===== src/rtl/shared_bitport_pkg.sv =====
package shared_bitport_pkg;
  typedef struct packed {
    logic maskWe;
    logic portWe;
    logic maskRd;
    logic portRd;
  } bitportStrobes_t;
endpackage


===== src/rtl/bitport_ctrl.sv =====
module bitport_ctrl
  import shared_bitport_pkg::*;
#(
  parameter int ADDR_W    = 4,
  parameter int MASK_ADDR = 1,
  parameter int PORT_ADDR = 0
) (
  input  logic              busValid,
  input  logic              busWrite,
  input  logic [ADDR_W-1:0] busAddr,
  output bitportStrobes_t   strobes
);
  localparam logic [ADDR_W-1:0] MaskSel = ADDR_W'(MASK_ADDR);
  localparam logic [ADDR_W-1:0] PortSel = ADDR_W'(PORT_ADDR);

  logic hitMask;
  logic hitPort;

  always_comb begin
    hitMask        = busValid && (busAddr == MaskSel);
    hitPort        = busValid && (busAddr == PortSel);
    strobes.maskWe = hitMask && busWrite;
    strobes.portWe = hitPort && busWrite;
    strobes.maskRd = hitMask && !busWrite;
    strobes.portRd = hitPort && !busWrite;
  end
endmodule


===== src/rtl/bitport_dpath.sv =====
module bitport_dpath
  import shared_bitport_pkg::*;
#(
  parameter int NUM_CTX = 4,
  parameter int PORT_W  = 16,
  parameter int CTX_W   = 2
) (
  input  logic              clk,
  input  logic              rstN,
  input  bitportStrobes_t   strobes,
  input  logic [CTX_W-1:0]  ctx,
  input  logic [PORT_W-1:0] wdata,
  input  logic [PORT_W-1:0] pinsIn,
  output logic [PORT_W-1:0] pinsOut,
  output logic [PORT_W-1:0] rdata,
  output logic [PORT_W-1:0] curMask
);
  logic [PORT_W-1:0] maskReg [NUM_CTX];
  logic [PORT_W-1:0] portReg;
  logic [PORT_W-1:0] rdReg;
  logic [PORT_W-1:0] rdNext;

  for (genvar g = 0; g < NUM_CTX; g++) begin : gen_mask
    always_ff @(posedge clk) begin
      if (!rstN) begin
        maskReg[g] <= '1;
      end else if (strobes.maskWe && (ctx == CTX_W'(g))) begin
        maskReg[g] <= wdata;
      end
    end
  end

  always_comb begin
    curMask = maskReg[ctx];
    if (strobes.portRd) begin
      rdNext = pinsIn & curMask;
    end else if (strobes.maskRd) begin
      rdNext = curMask;
    end else begin
      rdNext = '0;
    end
  end

  always_ff @(posedge clk) begin
    if (!rstN) begin
      portReg <= '0;
      rdReg   <= '0;
    end else begin
      rdReg <= rdNext;
      if (strobes.portWe) begin
        portReg <= (portReg & ~curMask) | (wdata & curMask);
      end
    end
  end

  assign pinsOut = portReg;
  assign rdata   = rdReg;
endmodule


===== src/rtl/shared_bitport.sv =====
module shared_bitport
  import shared_bitport_pkg::*;
#(
  parameter int NUM_CTX   = 4,
  parameter int PORT_W    = 16,
  parameter int ADDR_W    = 4,
  parameter int MASK_ADDR = 1,
  parameter int PORT_ADDR = 0,
  localparam int CTX_W    = (NUM_CTX > 1) ? $clog2(NUM_CTX) : 1
) (
  input  logic              clk,
  input  logic              rstN,
  input  logic              busValid,
  input  logic              busWrite,
  input  logic [ADDR_W-1:0] busAddr,
  input  logic [CTX_W-1:0]  busCtx,
  input  logic [PORT_W-1:0] busWdata,
  output logic [PORT_W-1:0] busRdata,
  input  logic [PORT_W-1:0] pinsIn,
  output logic [PORT_W-1:0] pinsOut
);
  bitportStrobes_t   strobes;
  logic [PORT_W-1:0] curMask;

  bitport_ctrl #(
    .ADDR_W(ADDR_W), .MASK_ADDR(MASK_ADDR), .PORT_ADDR(PORT_ADDR)
  ) u_ctrl (
    .busValid(busValid), .busWrite(busWrite), .busAddr(busAddr),
    .strobes(strobes)
  );

  bitport_dpath #(
    .NUM_CTX(NUM_CTX), .PORT_W(PORT_W), .CTX_W(CTX_W)
  ) u_dpath (
    .clk(clk), .rstN(rstN), .strobes(strobes), .ctx(busCtx),
    .wdata(busWdata), .pinsIn(pinsIn), .pinsOut(pinsOut),
    .rdata(busRdata), .curMask(curMask)
  );
endmodule


===== config.mk =====
export PLATFORM = sky130hd
export DESIGN_NAME = shared_bitport
export DESIGN_NICKNAME = d
export VERILOG_FILES = /design/src/rtl/shared_bitport_pkg.sv /design/src/rtl/bitport_ctrl.sv /design/src/rtl/bitport_dpath.sv /design/src/rtl/shared_bitport.sv
export SDC_FILE = /design/constraint.sdc
export NUM_CORES = 1
export LEC_CHECK = 0
export ABC_AREA = 1
export BUFFER_PORTS_ARGS = -buffer_cell sky130_fd_sc_hd__buf_2
export CAP_MARGIN = 5
export CORE_AREA = 2 2 92 94
export CTS_BUF_LIST = sky130_fd_sc_hd__clkbuf_8
export CTS_CLUSTER_SIZE = 10
export DETAILED_ROUTE_END_ITERATION = 8
export DIE_AREA = 0 0 94 96
export PLACE_DENSITY = 0.8
export SLEW_MARGIN = 20
export SYNTH_ARGS = -nofsm -noshare
export SYNTH_HDL_FRONTEND = slang
export SYNTH_SLANG_ARGS = --single-unit

===== constraint.sdc =====
create_clock -name clk -period 1.6 [get_ports clk]
set_clock_uncertainty 0.15 [all_clocks]
set_input_delay 0.08 -clock clk [delete_from_list [all_inputs] [get_ports clk]]
set_output_delay 0.08 -clock clk [all_outputs]
set_load 0.02 [all_outputs]

# Yosys cells after proc, flatten, opt, wreduce, memory -nomap -nowiden
# Memories as Yosys holds them, arrays and structs flattened.
# Index checks and enable logic that the tools add are counted.
dict set report word_totals {
  ram_bits 64
  ff_bits 32
  input_bits 42
  memories 1
  out_inout_bits 32
}
# memory depth width read_ports rd_ports_with_merged_regs wr line
set memory_table {}
lappend memory_table {u_dpath.maskReg 4 16 1 0 4 bitport_dpath.sv:18} ;# logic [PORT_W-1:0] maskReg [NUM_CTX];
dict set report classes {
  n_mux 19
  reduce_logical 13
  n_eq_ne 4
  n_bitwise 9
}
# operator n
set op_table {}
lappend op_table {{$mux W16} 6}
lappend op_table {{$and A16 B16 Y16} 3}
lappend op_table {{$not A16 Y16} 1}
lappend op_table {{$or A16 B16 Y16} 1}
lappend op_table {{$mux W1} 13}
lappend op_table {{$logic_and A1 B1 Y1} 10}
lappend op_table {{$eq A2 B2 Y1 const B} 2}
lappend op_table {{$eq A4 B1 Y1 const B} 1}
lappend op_table {{$logic_not A4 Y1} 1}
lappend op_table {{$or A1 B1 Y1} 4}
lappend op_table {{$eq A2 B1 Y1 const B} 1}
lappend op_table {{$logic_not A2 Y1} 1}
lappend op_table {{$logic_not A1 Y1} 1}

# Logic depth before layout (Yosys ltp)
dict set report logic_depth {
  depth_word 8
  ltp_mapped 10
  mapped_depth_nobuf 8
}

# Modules after synthesis
# A second synthesis with hierarchy kept.
dict set report hier_totals {
  cells_unflattened 485
  hier_area_um2 4350.4
}
# mod area_per_inst_um2 cells_per_inst instances
set modules_own_cells {}
lappend modules_own_cells {bitport_dpath 4301.6 474 1}
lappend modules_own_cells {bitport_ctrl 48.8 11 1}

# Worst setup path after synthesis
# No wires, ideal clock.
dict set report synth_timing {
  kind {input to register}
  from {input busValid}
  to {memory u_dpath.maskReg[1][0] (enable)}
  n_path_buf 0
  arrival_time_ns 0.927
  cell_stages 6
  setup_time_ns 0.372
  setup_slack_ns 0.152
  path_cell_list {inv_1 > nor2_4 > nand3_4 > nor2_8 > nand3_2 > nand2_1}
}
# element line
set synth_lines {}
lappend synth_lines {{start: declaration} shared_bitport.sv:13} ;# input logic busValid,
lappend synth_lines {{end: declaration} bitport_dpath.sv:18}

# Worst setup path after layout
dict set report layout_timing {
  from {input pinsIn[15]}
  to {register u_dpath.rdReg[15] (netlist: u_dpath.rdata[15])}
}
dict set report layout_via {
  elab_chain_len 2
}
# element line
set layout_rtl {}
lappend layout_rtl {{start: declaration} shared_bitport.sv:19} ;# input logic [PORT_W-1:0] pinsIn,
lappend layout_rtl {{$and A16 B16 Y16} bitport_dpath.sv:36} ;# rdNext = pinsIn & curMask;
lappend layout_rtl {{$mux W16} bitport_dpath.sv:35} ;# if (strobes.portRd) begin
lappend layout_rtl {{end signal: assignment} bitport_dpath.sv:49} ;# rdReg <= rdNext;
lappend layout_rtl {{end: declaration} bitport_dpath.sv:20} ;# logic [PORT_W-1:0] rdReg;
# Every way passes these cells.
# A chain may end at the register's enable or synchronous reset.

==> results.yml <==
grt:
  grtUsageTotal_pct: 25.2
  first_global_vias: 3709
  grt-ovfl-total: 0
  antenna_found_initial: 0
  grt_use_met2_pct: 46.3
  use_met3_pct: 5.32
  grt_pass1_wl_mm: 17.0
  grt_max_degree: 33
  grt_most_used_layer: "met2"
  gr-usage-met1_pct: 26.9
setup_path:
  cp_num_buf_inv: 3
  start_kind: "input port"
  critPathKind: "in2reg"
  crit_slowest_cell: "dlygate4sd3_1"
  cp.required_ns: 1.71
  arrival_ns: 1.58
  path_cells: "dlygate4sd3_1 > buf_2 > a21oi_1 > dlygate4sd3_1 > nor2_1"
  cp-end-kind: "register"
  reg2reg_depth: 6
  cp_top_family: "buffers and inverters"
  path_common_cell: "dlygate4sd3_1"
  cp.depth: 5
  slowest_delay_ns: 0.58
  crit_path_max_fanout: 1
synth:
  yosysTopAreaCellShare_pct: 44.6
  synth_area_leader_cell: "edfxtp_1"
  synthCells: 481
  syn_area_um2: 4310
  ys_top_cells_by_area: "edfxtp_1, nand2_1, dfxtp_1"
  synth_cell_types: 20
  avgSynthCellArea_um2: 8.96
  synth_fp_nets: 523
  ys_ff_latch: 96
  seq_area_frac_synth_pct: 59.4
  yosysWarningCount: 0
hold_path:
  min_path_cells: 4
  hold_path_class: "in2reg"
final_layout:
  n_antenna_cell: 0
  area_growth_syn_to_layout_pct: 27.4
  regArea_um2: 2560
  num-nets-final: 640
  drive_above_1_share_pct: 22.7
  fillers: 601
  design_area_um2: 5490
  multiInputGateArea_um2: 1490
outcome:
  status: "finished, final reports clean"
cts:
  clk_pin_slew_ns: 0.10
  cts_buffer_depth: 2
  root_buffer: "clkbuf_8"
  cts_sinks: 96
  cts_tree: "built"
  htreeDepth: 3
  cts_made_buffers: 9
  clk_latency_ns: 0.36
timing:
  worst_slew_pin_slew_ns: 0.398
  slew_violations: 0
  min_period_ns: 1.47
  fmaxAchievable_ghz: 0.682
  hold_viol_final: 0
  final-setup-viol-count: 0
  rsz0062_at_grt: "false"
  final.setup.tns_ns: 0
  slew_headroom_pct: 73.4
  period_share_pct: 91.6
floorplanning:
  dieArea_um2: 9020
  io_pins: 74
  die_h_um: 96
  rows: 33
  core_um2: 8050
  start_util_pct: 53.5
  fp.dieW_um: 94
drt:
  via_per_inst: 5.21
  totalWireLength_mm: 11.3
  drc: 0
  wl_per_cell_um: 15.9
  drtIter0Drc: 297
  ant_nets: 0
  drt_pass1_iterations: 6
  vias: 3691
placed_design:
  place.port_buffers: 73
  routabilityCongestion: 0.825
  dpl_cell_area_um2: 4870
  hpwl_mm: 7.03
power:
  irDropWorstVdd_uv: 714
  p_per_area_nw_per_um2: 949
  p_leak_uw: 0.00240
  p_total_uw: 5210
run:
  drv_cap: 0
## worst paths after layout
kind / startpoint / end / slack (ns)
worst max-delay path: pinsIn[15] / u_dpath.rdata[15] / 0.13
worst min-delay path: rstN / register / 0.04
worst max register to register: u_dpath.maskReg[1][15] / register / 0.35
worst min register to register: register / register / 0.34
## layer usage
metal	wire (um)	part of all wire (%)
met5	0	0
met4	529	4.7
met3	820	7.3
met2	5950	53
met1	3960	35
## repair_timing
action,4_1_cts,5_1_grt
endpoints found under the hold margin,87,1
resized for setup,0,0
buffers inserted,0,2
hold buffers,35,1
endpoints found under the setup margin,0,3
## worst reg2reg max path, stage by stage, from the launching register on
cell	delay [ns]
edfxtp_1	0.38
nand2_1	0.10
nand2_1	0.07
nand2_1	0.06
nand2_1	0.10
a21oi_1	0.20
nor2_1	0.08
## metrics by stage
stage	worst slack, ns	hold WS (ns)	util (%)	instances
final	0.134	0.0353	68.2	708
after global routing	0.133	0.0485	68.2	708
after CTS	0.125	0.000374	67.9	705
after detailed placement	0.0500	0.165	60.5	654
after global placement	0.0966	0.166	60.5	654
after floorplan	0.152	0.0735	-	481
## area by class of cell
| cell class | instances | area share [%] |
|---|---|---|
| clock buffer | 9 | 2.26 |
| inverter | 21 | 1.48 |
| timing repair buffer | 129 | 17.8 |
| sequential | 96 | 46.7 |
| multi-input combinational | 341 | 27.2 |
| tap | 105 | 2.39 |
| clock inverter | 7 | 2.26 |
## kinds of logic (layout without fill, tap and decap cells)
kind of cell           after synthesis  in the layout  share of synthesized area, %
AND/OR/NAND/NOR                    309            309                          30.9
flip-flops                          96             96                          59.4
buffers and inverters               44            166                          5.95
AO/OA/AOI/OAI                       32             32                          3.72
## cell usage after synthesis
cell type and number:
a21oi_1 32, buf_1 3, buf_2 5, buf_4 6, buf_6 8, clkbuf_1 1, dfxtp_1 32, edfxtp_1 64
inv_1 18, inv_2 2, inv_4 1, nand2_1 234, nand2_2 10, nand3_1 17, nand3_2 3, nand3_4 2
nor2_1 33, nor2_2 1, nor2_4 8, nor2_8 1
## report_power, final
part	switching [uW]	internal (uW)	leakage [uW]
sequential	28.0	2720	0.000903
combinational	319	200	0.00137
clock	884	1050	0.000121
## layout by cell type (no fill, tap or decap), drive strengths merged
master / Yosys / layout
a21oi: 32 / 32
buf: 22 / 93
bufinv: 0 / 3
clkbuf: 1 / 9
clkinvlp: 0 / 1
dfxtp: 32 / 32
dlygate4sd3: 0 / 36
edfxtp: 64 / 64
inv: 21 / 24
nand2: 244 / 244
nand3: 22 / 22
nor2: 43 / 43
Note: power is estimated with default switching activity, not from simulation.
